### src/rtl/wsplit_pkg.sv
package wsplit_pkg;
    typedef enum logic [1:0] {
        ST_IDLE,
        ST_HEAD,
        ST_BODY,
        ST_TAIL
    } wsplit_state_e;
endpackage

### src/rtl/wsplit_classify.sv
module wsplit_classify #(
    parameter int ADDR_W = 32,
    parameter int BYTES  = 8,
    parameter int LEN_W  = 8
) (
    input  logic              clk,
    input  logic              rst_n,
    input  logic              req_valid,
    input  logic [ADDR_W-1:0] req_addr,
    input  logic [LEN_W-1:0]  req_len,
    input  logic              req_fixed,
    input  logic [BYTES-1:0]  first_strb,
    input  logic [BYTES-1:0]  last_strb,
    output logic              peel_head,
    output logic              peel_tail,
    output logic [LEN_W:0]    body_beats,
    output logic [ADDR_W-1:0] body_addr,
    output logic [ADDR_W-1:0] tail_addr
);
    localparam int CNT_W  = LEN_W + 1;
    localparam int STEP_W = $clog2(BYTES);

    logic [CNT_W-1:0] total_beats;
    logic             multi_beat;

    always_comb begin
        total_beats = {1'b0, req_len} + CNT_W'(1);
        multi_beat  = (req_len != '0);
        peel_head   = ~&first_strb;
        // a one-beat burst only ever has a head
        peel_tail   = multi_beat && ~&last_strb;
        body_beats  = total_beats - CNT_W'(peel_head) - CNT_W'(peel_tail);
        if (req_fixed) begin
            body_addr = req_addr;
            tail_addr = req_addr;
        end else begin
            body_addr = peel_head ? req_addr + ADDR_W'(BYTES) : req_addr;
            tail_addr = req_addr + (ADDR_W'(req_len) << STEP_W);
        end
    end

    assert_one_beat_once_R6: assert property (@(posedge clk) disable iff (!rst_n)
        (req_valid && req_len == '0) |-> !(peel_head && peel_tail));

    assert_fixed_addr_R8: assert property (@(posedge clk) disable iff (!rst_n)
        (req_valid && req_fixed) |-> (body_addr == req_addr && tail_addr == req_addr));
endmodule

### src/rtl/wsplit_seq.sv
module wsplit_seq
    import wsplit_pkg::*;
#(
    parameter int ADDR_W = 32,
    parameter int BYTES  = 8,
    parameter int LEN_W  = 8
) (
    input  logic              clk,
    input  logic              rst_n,
    input  logic              req_valid,
    output logic              req_ready,
    input  logic [ADDR_W-1:0] req_addr,
    input  logic [BYTES-1:0]  first_strb,
    input  logic [BYTES-1:0]  last_strb,
    input  logic              peel_head,
    input  logic              peel_tail,
    input  logic [LEN_W:0]    body_beats,
    input  logic [ADDR_W-1:0] body_addr,
    input  logic [ADDR_W-1:0] tail_addr,
    output logic              cmd_valid,
    input  logic              cmd_ready,
    output logic [ADDR_W-1:0] cmd_addr,
    output logic [LEN_W:0]    cmd_beats,
    output logic [BYTES-1:0]  cmd_be,
    output logic              cmd_single
);
    localparam int CNT_W = LEN_W + 1;
    localparam logic [BYTES-1:0] ALL_BE = '1;

    wsplit_state_e state, state_nx;

    logic              head_q, tail_q, body_q;
    logic [CNT_W-1:0]  body_beats_q;
    logic [ADDR_W-1:0] head_addr_q, body_addr_q, tail_addr_q;
    logic [BYTES-1:0]  head_be_q, tail_be_q;
    logic              accept, fire;

    assign accept = req_valid && (state == ST_IDLE);
    assign fire   = cmd_valid && cmd_ready;

    // descriptor capture
    always_ff @(posedge clk) begin
        if (!rst_n) begin
            head_q       <= 1'b0;
            tail_q       <= 1'b0;
            body_q       <= 1'b0;
            body_beats_q <= '0;
            head_addr_q  <= '0;
            body_addr_q  <= '0;
            tail_addr_q  <= '0;
            head_be_q    <= '0;
            tail_be_q    <= '0;
        end else if (accept) begin
            head_q       <= peel_head;
            tail_q       <= peel_tail;
            body_q       <= (body_beats != '0);
            body_beats_q <= body_beats;
            head_addr_q  <= req_addr;
            body_addr_q  <= body_addr;
            tail_addr_q  <= tail_addr;
            head_be_q    <= first_strb;
            tail_be_q    <= last_strb;
        end
    end

    // state register
    always_ff @(posedge clk) begin
        if (!rst_n) state <= ST_IDLE;
        else        state <= state_nx;
    end

    // transitions
    always_comb begin
        state_nx = state;
        unique case (state)
            ST_IDLE: if (accept) begin
                if (peel_head)              state_nx = ST_HEAD;
                else if (body_beats != '0)  state_nx = ST_BODY;
                else if (peel_tail)         state_nx = ST_TAIL;
            end
            ST_HEAD: if (fire) begin
                if (body_q)      state_nx = ST_BODY;
                else if (tail_q) state_nx = ST_TAIL;
                else             state_nx = ST_IDLE;
            end
            ST_BODY: if (fire) begin
                if (tail_q) state_nx = ST_TAIL;
                else        state_nx = ST_IDLE;
            end
            ST_TAIL: if (fire) state_nx = ST_IDLE;
            default: state_nx = ST_IDLE;
        endcase
    end

    // outputs
    always_comb begin
        req_ready  = 1'b0;
        cmd_valid  = 1'b0;
        cmd_addr   = '0;
        cmd_beats  = '0;
        cmd_be     = '0;
        cmd_single = 1'b0;
        unique case (state)
            ST_IDLE: req_ready = 1'b1;
            ST_HEAD: begin
                cmd_valid  = 1'b1;
                cmd_addr   = head_addr_q;
                cmd_beats  = CNT_W'(1);
                cmd_be     = head_be_q;
                cmd_single = 1'b1;
            end
            ST_BODY: begin
                cmd_valid = 1'b1;
                cmd_addr  = body_addr_q;
                cmd_beats = body_beats_q;
                cmd_be    = ALL_BE;
            end
            ST_TAIL: begin
                cmd_valid  = 1'b1;
                cmd_addr   = tail_addr_q;
                cmd_beats  = CNT_W'(1);
                cmd_be     = tail_be_q;
                cmd_single = 1'b1;
            end
            default: ;
        endcase
    end

    assert_idle_excl_R5: assert property (@(posedge clk) disable iff (!rst_n)
        !(req_ready && cmd_valid));

    assert_hold_R10: assert property (@(posedge clk) disable iff (!rst_n)
        (cmd_valid && !cmd_ready) |=> (cmd_valid && $stable(cmd_addr) &&
        $stable(cmd_beats) && $stable(cmd_be) && $stable(cmd_single)));

    assert_single_partial_R2: assert property (@(posedge clk) disable iff (!rst_n)
        (cmd_valid && cmd_single) |-> (cmd_be != ALL_BE && cmd_beats == CNT_W'(1)));

    assert_body_full_R4: assert property (@(posedge clk) disable iff (!rst_n)
        (cmd_valid && !cmd_single) |-> (cmd_be == ALL_BE && cmd_beats != '0));

    assert_one_body_R5: assert property (@(posedge clk) disable iff (!rst_n)
        (cmd_valid && cmd_ready && !cmd_single) |=> !(cmd_valid && !cmd_single));
endmodule

### src/rtl/edge_strobe_splitter.sv
module edge_strobe_splitter #(
    parameter int ADDR_W = 32,
    parameter int BYTES  = 8,
    parameter int LEN_W  = 8
) (
    input  logic              clk,
    input  logic              rst_n,
    input  logic              req_valid,
    output logic              req_ready,
    input  logic [ADDR_W-1:0] req_addr,
    input  logic [LEN_W-1:0]  req_len,
    input  logic              req_fixed,
    input  logic [BYTES-1:0]  req_first_strb,
    input  logic [BYTES-1:0]  req_last_strb,
    output logic              cmd_valid,
    input  logic              cmd_ready,
    output logic [ADDR_W-1:0] cmd_addr,
    output logic [LEN_W:0]    cmd_beats,
    output logic [BYTES-1:0]  cmd_be,
    output logic              cmd_single
);
    logic              peel_head, peel_tail;
    logic [LEN_W:0]    body_beats;
    logic [ADDR_W-1:0] body_addr, tail_addr;

    wsplit_classify #(.ADDR_W(ADDR_W), .BYTES(BYTES), .LEN_W(LEN_W)) u_classify (
        .clk        (clk),
        .rst_n      (rst_n),
        .req_valid  (req_valid),
        .req_addr   (req_addr),
        .req_len    (req_len),
        .req_fixed  (req_fixed),
        .first_strb (req_first_strb),
        .last_strb  (req_last_strb),
        .peel_head  (peel_head),
        .peel_tail  (peel_tail),
        .body_beats (body_beats),
        .body_addr  (body_addr),
        .tail_addr  (tail_addr)
    );

    wsplit_seq #(.ADDR_W(ADDR_W), .BYTES(BYTES), .LEN_W(LEN_W)) u_seq (
        .clk        (clk),
        .rst_n      (rst_n),
        .req_valid  (req_valid),
        .req_ready  (req_ready),
        .req_addr   (req_addr),
        .first_strb (req_first_strb),
        .last_strb  (req_last_strb),
        .peel_head  (peel_head),
        .peel_tail  (peel_tail),
        .body_beats (body_beats),
        .body_addr  (body_addr),
        .tail_addr  (tail_addr),
        .cmd_valid  (cmd_valid),
        .cmd_ready  (cmd_ready),
        .cmd_addr   (cmd_addr),
        .cmd_beats  (cmd_beats),
        .cmd_be     (cmd_be),
        .cmd_single (cmd_single)
    );
endmodule

### config.mk
export PLATFORM = sky130hd
export DESIGN_NAME = edge_strobe_splitter
export DESIGN_NICKNAME = d
export VERILOG_FILES = /design/src/rtl/wsplit_pkg.sv /design/src/rtl/wsplit_classify.sv /design/src/rtl/wsplit_seq.sv /design/src/rtl/edge_strobe_splitter.sv
export SDC_FILE = /design/constraint.sdc
export NUM_CORES = 1
export LEC_CHECK = 0
export BUFFER_PORTS_ARGS = -buffer_cell sky130_fd_sc_hd__buf_2
export CORE_AREA = 2 2 114 116
export CTS_CLUSTER_DIAMETER = 40
export CTS_CLUSTER_SIZE = 20
export DETAILED_ROUTE_END_ITERATION = 10
export DIE_AREA = 0 0 116 118
export PLACE_DENSITY_LB_ADDON = 0.25
export REMOVE_ABC_BUFFERS = 1
export SYNTH_ARGS = -nofsm -noshare
export SYNTH_HDL_FRONTEND = slang
export SYNTH_SLANG_ARGS = --single-unit
### constraint.sdc
create_clock -name clk -period 4.15 [get_ports clk]
set_input_delay 0.2075 -clock clk [delete_from_list [all_inputs] [get_ports clk]]
set_output_delay 0.2075 -clock clk [all_outputs]
set_load 0.01 [all_outputs]
* Yosys cells after proc, flatten, opt, wreduce, memory -nomap -nowiden
Index checks and enable logic that the tools add are counted.
W data, S select, Z words.
** Storage, ports and cells
- Bits in registers :: 125
- Bits of input ports :: 61
- Logic and storage cells :: 54
** Cells by class
- $add $sub $neg :: 5
- Equal/unequal tests :: 8
- Muxes and demuxes :: 19
- Reductions and logical operators :: 13
** Operators by type and width (number)
- $mux W32 :: 3
- $pmux W32 S3 :: 1
- $add A32 B11 Y32 :: 1
- $add A32 B4 Y32 const B :: 1
- $pmux W8 S3 :: 1
- $mux W2 :: 9
- $pmux W9 S2 :: 1
- $sub A9 B1 Y9 :: 2
- $reduce_and A8 Y1 :: 2
- $add A8 B1 Y9 const B :: 1
- $reduce_bool A9 Y1 :: 1
- $ne A2 B1 Y1 const B :: 4
- $pmux W2 S4 :: 1
- $reduce_bool A8 Y1 :: 1
- $reduce_and A5 Y1 :: 1
- $eq A2 B2 Y1 const B :: 2
- $ne A4 B3 Y1 const B :: 1
- $logic_and A1 B1 Y1 :: 3
- $mux W1 :: 3
- $reduce_or A3 Y1 :: 1
- $eq A2 B1 Y1 const B :: 1
- $logic_not A1 Y1 :: 2
- $logic_not A2 Y1 :: 1
- $reduce_or A2 Y1 :: 1

* Depth between registers and ports, before layout
Gate-level depths: netlist of the first run.
- Depth in word-level cells :: 9
- Depth in mapped cells :: 15

* Cells and area by module
From an unflattened synthesis of the first run, not the netlist that was laid out.
** Second synthesis, totals
- Cell total of the unflattened synthesis :: 970
- Area total of the unflattened synthesis :: 7669.9 µm²
** By module, submodules not included
- wsplit_seq :: times used 1, cells an instance 692, area each 5749.3 µm²
- wsplit_classify :: times used 1, cells an instance 278, area each 1920.6 µm²

* Worst setup path before layout of the first run
OpenSTA, ideal clock, no wires.
- Path type :: input -> register
- From :: input req_len[4]
- To :: register u_seq.body_q
- Library setup time :: 0.115 ns
- Arrival :: 3.054 ns
- Path slack :: 0.981 ns
- Stages :: 14
- Path buffers :: 0
- Cell sequence :: inv_1 > ha_1 > a41oi_1 > inv_1 > ha_1 > inv_1 > ha_1 > ha_1 > a21oi_1 > o22ai_1 > or4_1 > and4_4 > or4_4 > o21ba_2
** Between the ends
- Cells in the longest elaborated chain, start to end :: 4
** Ends and longest elaborated chain
- start, declared :: RTL line edge_strobe_splitter.sv:11 : input logic [LEN_W-1:0] req_len,
- $reduce_bool A8 Y1 :: RTL line wsplit_classify.sv:28 : multi_beat = (req_len != '0);
- $logic_and A1 B1 Y1 :: RTL line wsplit_classify.sv:31 : peel_tail = multi_beat && ~&last_strb;
- net peel_tail :: RTL line edge_strobe_splitter.sv:22 : logic peel_head, peel_tail;
- $sub A9 B1 Y9 :: RTL line wsplit_classify.sv:32 : body_beats = total_beats - CNT_W'(peel_head) - CNT_W'(peel_tail);
- $reduce_bool A9 Y1 :: RTL line wsplit_seq.sv:56 : body_q <= (body_beats != '0);
- end signal, assigned :: RTL line wsplit_seq.sv:56
- end, declared :: RTL line wsplit_seq.sv:32 : logic head_q, tail_q, body_q;
The timed path passes the listed nets, and every way through them passes these cells.
A chain may end at the register's enable or synchronous reset.

* Final worst setup path of the first run
Ends and elaborated chain as after synthesis.

==> flow_summary.ini, run 1 <==
[global_routing]
grt_pass1_wl_um = 29100
grt_usage_pct = 26.5
grt_max_degree = 89
grt_pass1_vias = 5981
globalRoute.totalOverflow = 0
number_of_antenna_violations_at_the_first_check_in_global_routing = 0

[timing]
rsz0062_at_grt = false
max_slew_margin_pct = 41.4
min_period_over_period_pct = 76.4
fmax_mhz = 315
tightestPinTransition_ns = 0.880
report.final.setup_viol = 0
timing.final.max_slew_violations = 0
period_minus_slack_ns = 3.17
fin_ws_ns = 0.979
final_hold_viol_count = 0
final.setup_skew_ns = 0.00390

[clock_tree]
clock_latency_ns = 0.42
cts_hold_buffers = 0
tritoncts.num_buffers = 17
postCtsSetupRepairBufs = 0
post_cts_resize_count = 0
clock_sinks = 119
tritoncts_clock_tree = built
clockBufferDepth = 2
clkSlewWorstSetupHoldPaths_ns = 0.05
cts-htree-levels = 4
cts_root_buffer = clkbuf_16

[place]
io_buffer_count = 112
detailed_place_hpwl_um = 11500
postPlaceCellArea_sq_um = 7530
routability_congestion_estimate = 0.906
post-place-ws_ns = 0.613

[pwr]
ir_drop_mv = 0.250
net_sw_power_mw = 1.05
power_density_nw_per_um2 = 452
power_frac_seq_pct = 36.2
power.switching_fraction_pct = 28.5
power.internal_mw = 2.64
clock_network_power_share_pct = 43.1
leakage_nw = 3.31
report.power.total_mw = 3.69
combPwrFrac_pct = 20.7

[synth]
synth_enable_flop_cells = 0
netlist_instances = 919
synth.ff_latch_count = 119
syn_area_sq_um = 6970
synthFlopType = dfxtp_1
yosysWarningCount = 0
synth_seq_area_share_pct = 34.2
postSynth.asyncResetShare_pct = 0
yosys.cell_types.count = 61
postSynthAreaPerCell_sq_um = 7.59

[drt]
drt_pass1_iterations = 5
final_antenna_net_count = 0
drtIter0Drc = 440
routed_wire_length_per_instance_um = 15.1
num_vias = 6540
totalWireLength_um = 17700
via_per_inst = 5.58
residual_drc_count = 0

[worst_setup_path]
critical_path_required_ns = 4.46
r2r_slack_ns = 1.77
timing.rr.start = u_seq.state[1]
sort_of_element_at_the_start_of_the_critical_path = primary input
critPathKind = primary input to flip-flop
rr_worst_depth = 6
timing.critical_path.arrival_ns = 3.49
critical_path_fanout_max = 3
worst_setup_path_startpoint = req_len[4]
critPathCaptureType = flip-flop
endpoint_of_the_worst_slack_reg_to_reg_timing_path = u_seq.tail_addr_q[9]

[flow_run]
timing.max_cap.violations = 0

[die]
rows = 41
die_footprint_sq_um = 13700
design.portCount = 113
die_y_um = 118
die-width_um = 116
initial_core_util_pct = 56.2
core_area_sq_um = 12400

[layout]
num_antenna_cells = 0
layout.nets = 1074
post_route_cells_drive_above_1_share_pct = 19.5
utilization_pct = 65.8
most-common-layout-cells = nand2_1, dfxtp_1, buf_2, a21oi_1, o21ai_0
fillerInstances = 1174
finish.instance_area_sq_um = 8170
mostFrequentLayoutCell = nand2_1
areaGrowthSynthToFinish_pct = 17.2

[hold_path]
hold-path-endpoint = u_seq.body_addr_q[0]
timing.hold.worst.start = req_addr[0]
worstHoldPathCells = 3
hold_class = primary input to flip-flop

[outcome]
run_status = complete, no violations
logic make-up (layout without fill, tap and decap cells):
family / count (synthesis) / after routing / share of synthesized area, %
DFF: 119 / 119 / 34.2
buffers and inverters: 102 / 183 / 5.80
adders and majority gates: 25 / 25 / 4.70
muxes: 33 / 33 / 5.26
AOI/OAI and AO/OA: 269 / 269 / 23.0
and+or+nand+nor: 324 / 324 / 21.2
xor gates and xnor gates: 47 / 47 / 5.90
synth_stat cells, types with 3 or more instances:
cell type | count | area share (%)
nand2_1 | 179 | 9.6
dfxtp_1 | 119 | 34
a21oi_1 | 108 | 7.8
o21ai_0 | 76 | 5.5
clkbuf_1 | 49 | 2.6
nor2_1 | 44 | 2.4
xnor2_1 | 35 | 4.4
inv_1 | 31 | 1.7
mux2_2 | 29 | 4.7
a211oi_1 | 26 | 2.8
ha_1 | 23 | 4.1
nand3_1 | 20 | 1.4
a31oi_1 | 13 | 1.2
buf_2 | 12 | 0.86
xor2_1 | 12 | 1.5
and2_1 | 11 | 0.99
a22o_1 | 10 | 1.3
nor3_1 | 10 | 0.72
nor2b_1 | 9 | 0.81
nand4_1 | 8 | 0.72
buf_1 | 7 | 0.38
nand2b_1 | 7 | 0.63
a21o_1 | 6 | 0.65
nor4_1 | 6 | 0.54
a2111oi_0 | 5 | 0.63
and3_1 | 5 | 0.45
mux2i_1 | 4 | 0.57
or3_1 | 4 | 0.36
and4_1 | 3 | 0.38
nor3b_1 | 3 | 0.32
o211ai_1 | 3 | 0.32
o21a_1 | 3 | 0.32
o21bai_1 | 3 | 0.32
o311ai_0 | 3 | 0.38
or4_1 | 3 | 0.32
flip-flops by register name, indices dropped and copies added, names as in the netlist:
| name | flops |
|---|---|
| u_seq.body_addr_q | 32 |
| u_seq.head_addr_q | 29 |
| u_seq.tail_addr_q | 29 |
| u_seq.body_beats_q | 9 |
| u_seq.head_be_q | 8 |
| u_seq.tail_be_q | 8 |
| u_seq.state | 2 |
| u_seq.body_q | 1 |
| u_seq.tail_q | 1 |
layout make-up:
class                   count  area, sq um  share of cell area, %
flip-flops and latches    119         2380                   29.2
multi-input cells         698         4190                   51.3
inverters                  31          116                   1.42
clock inverters             9          145                   1.78
well taps                 172          215                   2.63
repair buffers            121          628                   7.68
clock buffers              22          494                   6.05
layer usage:
metal	vias up	share of wire (%)	GRT usage (%)
met2	154	48	43.4
met3	20	4.6	5.61
li1	3332	-	-
met4	0	1.6	8.56
met1	3034	46	34.7
met5	-	0	0
power by group through the flow:
stage               Combinational, mW  Clock [mW]  Sequential [mW]
detailed placement              0.760           0             1.36
global placement                0.751           0             1.35
finish                          0.766        1.59             1.34
floorplan                       0.493           0             1.38
CTS                             0.766        1.61             1.33
global route                    0.858        1.66             1.35
critical path: stages:
cell and delay, ns:
buf_2 0.12, inv_1 0.06, ha_1 0.19, a41oi_1 0.37, inv_1 0.09, ha_1 0.30
inv_1 0.04, ha_1 0.17, ha_1 0.20, a21oi_1 0.21, o22ai_1 0.15, or4_1 0.48
and4_4 0.20, or4_4 0.50, o21ba_2 0.20
worst max-delay path by stage:
stage / endpoint / slack, ns / cells after the start
after global placement: u_seq.body_q / 0.70 / 15
after global routing: u_seq.body_q / 0.74 / 15
after detailed placement: u_seq.body_q / 0.61 / 15
final: u_seq.body_q / 0.98 / 15
after CTS: u_seq.body_q / 1.04 / 15
after floorplan: u_seq.tail_addr_q[5] / -1.10 / 5
per-stage QoR:
stage	TNS [ns]	cells	hold slack (ns)
3_5_place_dp	0	1141	0.442
4_1_cts	0	1172	0.0149
5_1_grt	0	1172	0.0214
2_1_floorplan	-78.19	848	0.341
3_3_place_gp	0	1141	0.439
6_report	0	1172	0.0269
Power figures use the tool's default switching activity.
==> inputs of run 2 (changes only) <==
CORE_AREA = 2 2 119 121   (was 2 2 114 116)
DIE_AREA = 0 0 121 123   (was 0 0 116 118)
clock period = 2.9 ns   (was 4.15 ns; I/O delays follow)
==> flow_summary.ini, run 2 (synthesis results as in run 1) <==
[die]
design.portCount = 113
die-width_um = 121
die_footprint_sq_um = 14900
rows = 43
core_area_sq_um = 13600
initial_core_util_pct = 51.2
die_y_um = 123

[hold_path]
hold_class = primary input to flip-flop

[place]
routability_congestion_estimate = 0.859
io_buffer_count = 112
post-place-ws_ns = -0.479
postPlaceCellArea_sq_um = 7800
detailed_place_hpwl_um = 12100

[worst_setup_path]
critical_path_required_ns = 3.22
critical_path_fanout_max = 3
rr_worst_depth = 6
timing.rr.start = u_seq.state[1]
r2r_slack_ns = 0.83
timing.critical_path.arrival_ns = 3.17
crit_slowest_cell = or4_4
sort_of_element_at_the_start_of_the_critical_path = primary input
crit_family = simple AND/OR/NAND/NOR gates
critical_path.cell_chain = buf_2 -> inv_1 -> ha_1 -> a41oi_2 -> inv_1 -> ha_1 -> inv_1 -> ha_1 -> ha_2 -> a21oi_2 -> o22ai_2 -> or4_1 -> and4_4 -> or4_4 -> o21ba_2
timing.critical_path.buf_inv = 4
critPathKind = primary input to flip-flop
critPathCaptureType = flip-flop
crit_path_end = u_seq.body_q
critPathMaxStageDelay_ns = 0.54
timing.critical_path.depth = 15
worst_setup_path_startpoint = req_len[2]
endpoint_of_the_worst_slack_reg_to_reg_timing_path = u_seq.tail_addr_q[29]

[global_routing]
globalRoute.totalOverflow = 0
grt_pass1_wl_um = 30100
number_of_antenna_violations_at_the_first_check_in_global_routing = 1
grt_max_degree = 73
grt_pass1_vias = 6312
grt_usage_pct = 25.4

[clock_tree]
tritoncts_clock_tree = built
clock_sinks = 119
clkSlewWorstSetupHoldPaths_ns = 0.06
cts_root_buffer = clkbuf_16
cts-htree-levels = 4
clock_latency_ns = 0.43
clockBufferDepth = 2
tritoncts.num_buffers = 17

[layout]
post_route_cells_drive_above_1_share_pct = 22.5
areaGrowthSynthToFinish_pct = 23.1
biggestRegsByFlops = u_seq.body_addr_q (32), u_seq.head_addr_q (29), u_seq.tail_addr_q (29)
num_antenna_cells = 0
mostFrequentLayoutCell = nand2_1
largest-register = u_seq.body_addr_q
most-common-layout-cells = nand2_1, dfxtp_1, buf_2, a21oi_1, o21ai_0
finish.instance_area_sq_um = 8580
layout.nets = 1127
largest_register_ff_count = 32

[drt]
drt_pass1_iterations = 5
totalWireLength_um = 18800
drtIter0Drc = 489
via_per_inst = 5.54
num_vias = 6834
residual_drc_count = 0
routed_wire_length_per_instance_um = 15.3
final_antenna_net_count = 0

[timing]
final.setup.tns_ns = 0
tightestPinTransition_ns = 0.903
report.final.setup_viol = 0
fin_ws_ns = 0.0495
final_hold_viol_count = 0
final.hold.worst_slack_ns = 0.0117
min_period_over_period_pct = 98.3
period_minus_slack_ns = 2.85
timing.final.max_slew_violations = 0
final.setup_skew_ns = 0.00768
max_slew_margin_pct = 39.8
fmax_mhz = 351

[flow_run]
timing.max_cap.violations = 0

[pwr]
leakage_nw = 3.51
ir_drop_mv = 0.315
power_density_nw_per_um2 = 591

[outcome]
run_status = complete, no violations
[run 2: how the worst min path moves through the flow]
stage	startpoint	endpoint	slack (ns)	depth (start not counted)
4_1_cts	req_addr[31]	u_seq.head_addr_q[31]	0.007	3
6_report	req_addr[14]	u_seq.head_addr_q[14]	0.01	3
3_5_place_dp	req_addr[2]	u_seq.body_addr_q[2]	0.40	3
2_1_floorplan	rst_n	u_seq.tail_addr_q[8]	0.28	1
3_3_place_gp	req_addr[2]	u_seq.body_addr_q[2]	0.39	3
5_1_grt	req_addr[28]	u_seq.head_addr_q[28]	0.02	3
[run 2: cell type report]
type                       count  area, sq um
fill                        1260         5030
multi-input combinational    698         4230
sequential                   119         2380
timing repair buffer         174         1070
clock buffer                  23          478
tap                          180          225
inverter                      31          116
clock inverter                 9         75.1
[run 2: routing by layer]
layer / vias up / routed length (um) / global-route usage [%]
li1: 3436 / - / -
met1: 3209 / 8540 / 32.0
met2: 164 / 8980 / 42.9
met3: 25 / 983 / 5.30
met4: 0 / 323 / 9.67
met5: - / 0 / 0
[run 2: tightest hold or removal path, cell delays in order]
cell,delay [ns]
buf_2,0.14
nand2_1,0.06
a21oi_1,0.05
[run 2: report_power, final]
part	total [mW]	switching [mW]	internal (mW)
combinational	1.18	0.705	0.478
sequential	1.91	0.0834	1.82
clock	1.98	0.748	1.23
[run 2: timing repair]
item | 4_1_cts | 5_1_grt
endpoints found under the hold margin | 18 | 0
gates resized for setup | 1 | 8
pin swaps | 0 | 5
hold buffers | 18 | 0
endpoints found under the setup margin | 2 | 3
gates cloned | 0 | 0
buffers inserted | 0 | 1
[run 2: metrics by stage]
stage | util (%) | std cells | power [mW]
2_1_floorplan | - | 848 | 2.68
3_3_place_gp | 57.3 | 1183 | 3.07
3_5_place_dp | 57.3 | 1183 | 3.08
4_1_cts | 62.7 | 1233 | 5.07
5_1_grt | 63.0 | 1234 | 5.32
6_report | 63.0 | 1234 | 5.07
==> inputs of run 3 (changes only) <==
CELL_PAD_IN_SITES_DETAIL_PLACEMENT = 0   (was unset)
CELL_PAD_IN_SITES_GLOBAL_PLACEMENT = 2   (was unset)
CORE_AREA = 4 4 158 160   (was 2 2 119 121)
DIE_AREA = 0 0 162 164   (was 0 0 121 123)
SETUP_SLACK_MARGIN = 0.4   (was unset)
==> flow_summary.ini, run 3 (synthesis results as in run 1) <==
[timing]
final.hold.worst_slack_ns = 0.0188
fmax_mhz = 343
rsz0062_at_grt = true
final.setup.tns_ns = -0.0183
min_period_over_period_pct = 101
timing.final.max_slew_violations = 0
final_hold_viol_count = 0
fin_ws_ns = -0.0183
period_minus_slack_ns = 2.92
tightestPinTransition_ns = 0.724
max_slew_margin_pct = 51.4
final.setup_skew_ns = 0.0120
report.final.setup_viol = 1

[worst_setup_path]
timing.critical_path.arrival_ns = 3.23
rr_worst_depth = 7
critical_path_fanout_max = 3
critPathKind = primary input to flip-flop
sort_of_element_at_the_start_of_the_critical_path = primary input
critical_path_required_ns = 3.21
timing.rr.start = u_seq.state[1]
endpoint_of_the_worst_slack_reg_to_reg_timing_path = u_seq.tail_addr_q[11]
critPathCaptureType = flip-flop
r2r_slack_ns = 1.00

[die]
die_footprint_sq_um = 26600
initial_core_util_pct = 29.8
rows = 56
die-width_um = 162
core_area_sq_um = 23400
die_y_um = 164
design.portCount = 113

[layout]
largest-register = u_seq.body_addr_q
biggestRegsByFlops = u_seq.body_addr_q (32), u_seq.head_addr_q (29), u_seq.tail_addr_q (29)
finish.instance_area_sq_um = 9040
most-common-layout-cells = nand2_1, dfxtp_1, buf_2, a21oi_1, o21ai_0
num_antenna_cells = 0
largest_register_ff_count = 32
post_route_cells_drive_above_1_share_pct = 24.4
mostFrequentLayoutCell = nand2_1
utilization_pct = 38.6
layout.nets = 1145
areaGrowthSynthToFinish_pct = 29.6

[global_routing]
number_of_antenna_violations_at_the_first_check_in_global_routing = 1
grt_pass1_vias = 6679
grt_usage_pct = 17.1
grt_pass1_wl_um = 36000
globalRoute.totalOverflow = 0
grt_max_degree = 73

[clock_tree]
cts-htree-levels = 4
tritoncts_clock_tree = built
clockBufferDepth = 2
tritoncts.num_buffers = 17
clock_sinks = 119
clkSlewWorstSetupHoldPaths_ns = 0.06
cts_root_buffer = clkbuf_16
clock_latency_ns = 0.42

[pwr]
leakage_nw = 3.63
power_frac_seq_pct = 36.2
power.switching_fraction_pct = 30.6
clock_network_power_share_pct = 39.7
net_sw_power_mw = 1.62
combPwrFrac_pct = 24.1
power_density_nw_per_um2 = 586
power.internal_mw = 3.67
ir_drop_mv = 0.368

[drt]
routed_wire_length_per_instance_um = 16.3
num_vias = 6767
via_per_inst = 4.87
residual_drc_count = 0
final_antenna_net_count = 0
totalWireLength_um = 22600
drtIter0Drc = 354
drt_pass1_iterations = 4

[place]
io_buffer_count = 112
postPlaceCellArea_sq_um = 8090
routability_congestion_estimate = 0.808
post-place-ws_ns = -0.569
detailed_place_hpwl_um = 15700

[hold_path]
timing.hold.worst.start = req_addr[14]
worstHoldPathCells = 3
hold_class = primary input to flip-flop
hold-path-endpoint = u_seq.head_addr_q[14]

[outcome]
violations = setup timing
run_status = finished with violations

[flow_run]
timing.max_cap.violations = 0
## run 3: changes by cell type in the layout (fill, tap and decap cells not counted), moves of 2 or more
cell,before,now
buf_4,44,58
inv_1,30,28
ha_4,0,3
dlygate4sd3_1,18,20
ha_1,22,20
buf_2,112,108
buf_6,0,5
## run 3: how the worst max path moves through the flow
stage	start	endpoint	slack [ns]
6_report	req_last_strb[1]	u_seq.body_q	-0.02
5_1_grt	req_last_strb[1]	u_seq.body_q	-0.14
4_1_cts	req_last_strb[7]	u_seq.body_q	0.11
3_5_place_dp	req_last_strb[1]	u_seq.body_q	-0.57
3_3_place_gp	req_last_strb[1]	u_seq.body_q	-0.51
2_1_floorplan	u_seq.state[0]	u_seq.tail_addr_q[5]	-2.35
## run 3: repair_timing
action,CTS,global route
gates resized for setup,15,15
pin swaps,14,12
setup buffers,1,2
endpoints found under the hold margin,20,0
endpoints found under the setup margin,6,12
hold buffers,20,0
## run 3: layout make-up
class | count | area (sq um)
flip-flops and latches | 119 | 2380
repair buffers | 192 | 1250
fillers | 2520 | 14400
multi-input cells | 698 | 4310
clock buffers | 22 | 474
clock inverters | 9 | 100
well taps | 319 | 399
inverters | 31 | 119
## run 3: worst max-delay path, stage by stage
cell and delay, ns:
buf_6 0.09, nand4_1 0.11, nor2_1 0.06, buf_4 0.15, a41oi_4 0.21, inv_2 0.08, ha_4 0.27, inv_4 0.03
ha_4 0.15, ha_4 0.16, buf_6 0.11, fa_2 0.37, xnor2_2 0.16, nor4_2 0.25, nand3b_1 0.12, or4_4 0.58
o21ba_4 0.20
## run 3: power groups by stage
| stage | Combinational (mW) | Sequential, mW | Clock [mW] |
|---|---|---|---|
| after global routing | 1.44 | 1.94 | 2.23 |
| after CTS | 1.28 | 1.91 | 2.16 |
| after global placement | 1.24 | 1.95 | 0 |
| after floorplan | 0.706 | 1.97 | 0 |
| final | 1.28 | 1.91 | 2.10 |
| after detailed placement | 1.23 | 1.95 | 0 |
## run 3: per-layer routing
metal | routed length (um) | global-route usage, % | up-vias
li1 | - | - | 3487
met1 | 11100 | 23.2 | 3146
met3 | 828 | 3.69 | 20
met4 | 274 | 4.50 | 2
met5 | 12 | 0 | -
met2 | 10400 | 27.8 | 112
## run 3: stage by stage
step / instances / total power [mW]
2_1_floorplan: 848 / 2.68
3_3_place_gp: 1336 / 3.18
3_5_place_dp: 1336 / 3.18
4_1_cts: 1388 / 5.35
5_1_grt: 1390 / 5.60
6_report: 1390 / 5.29
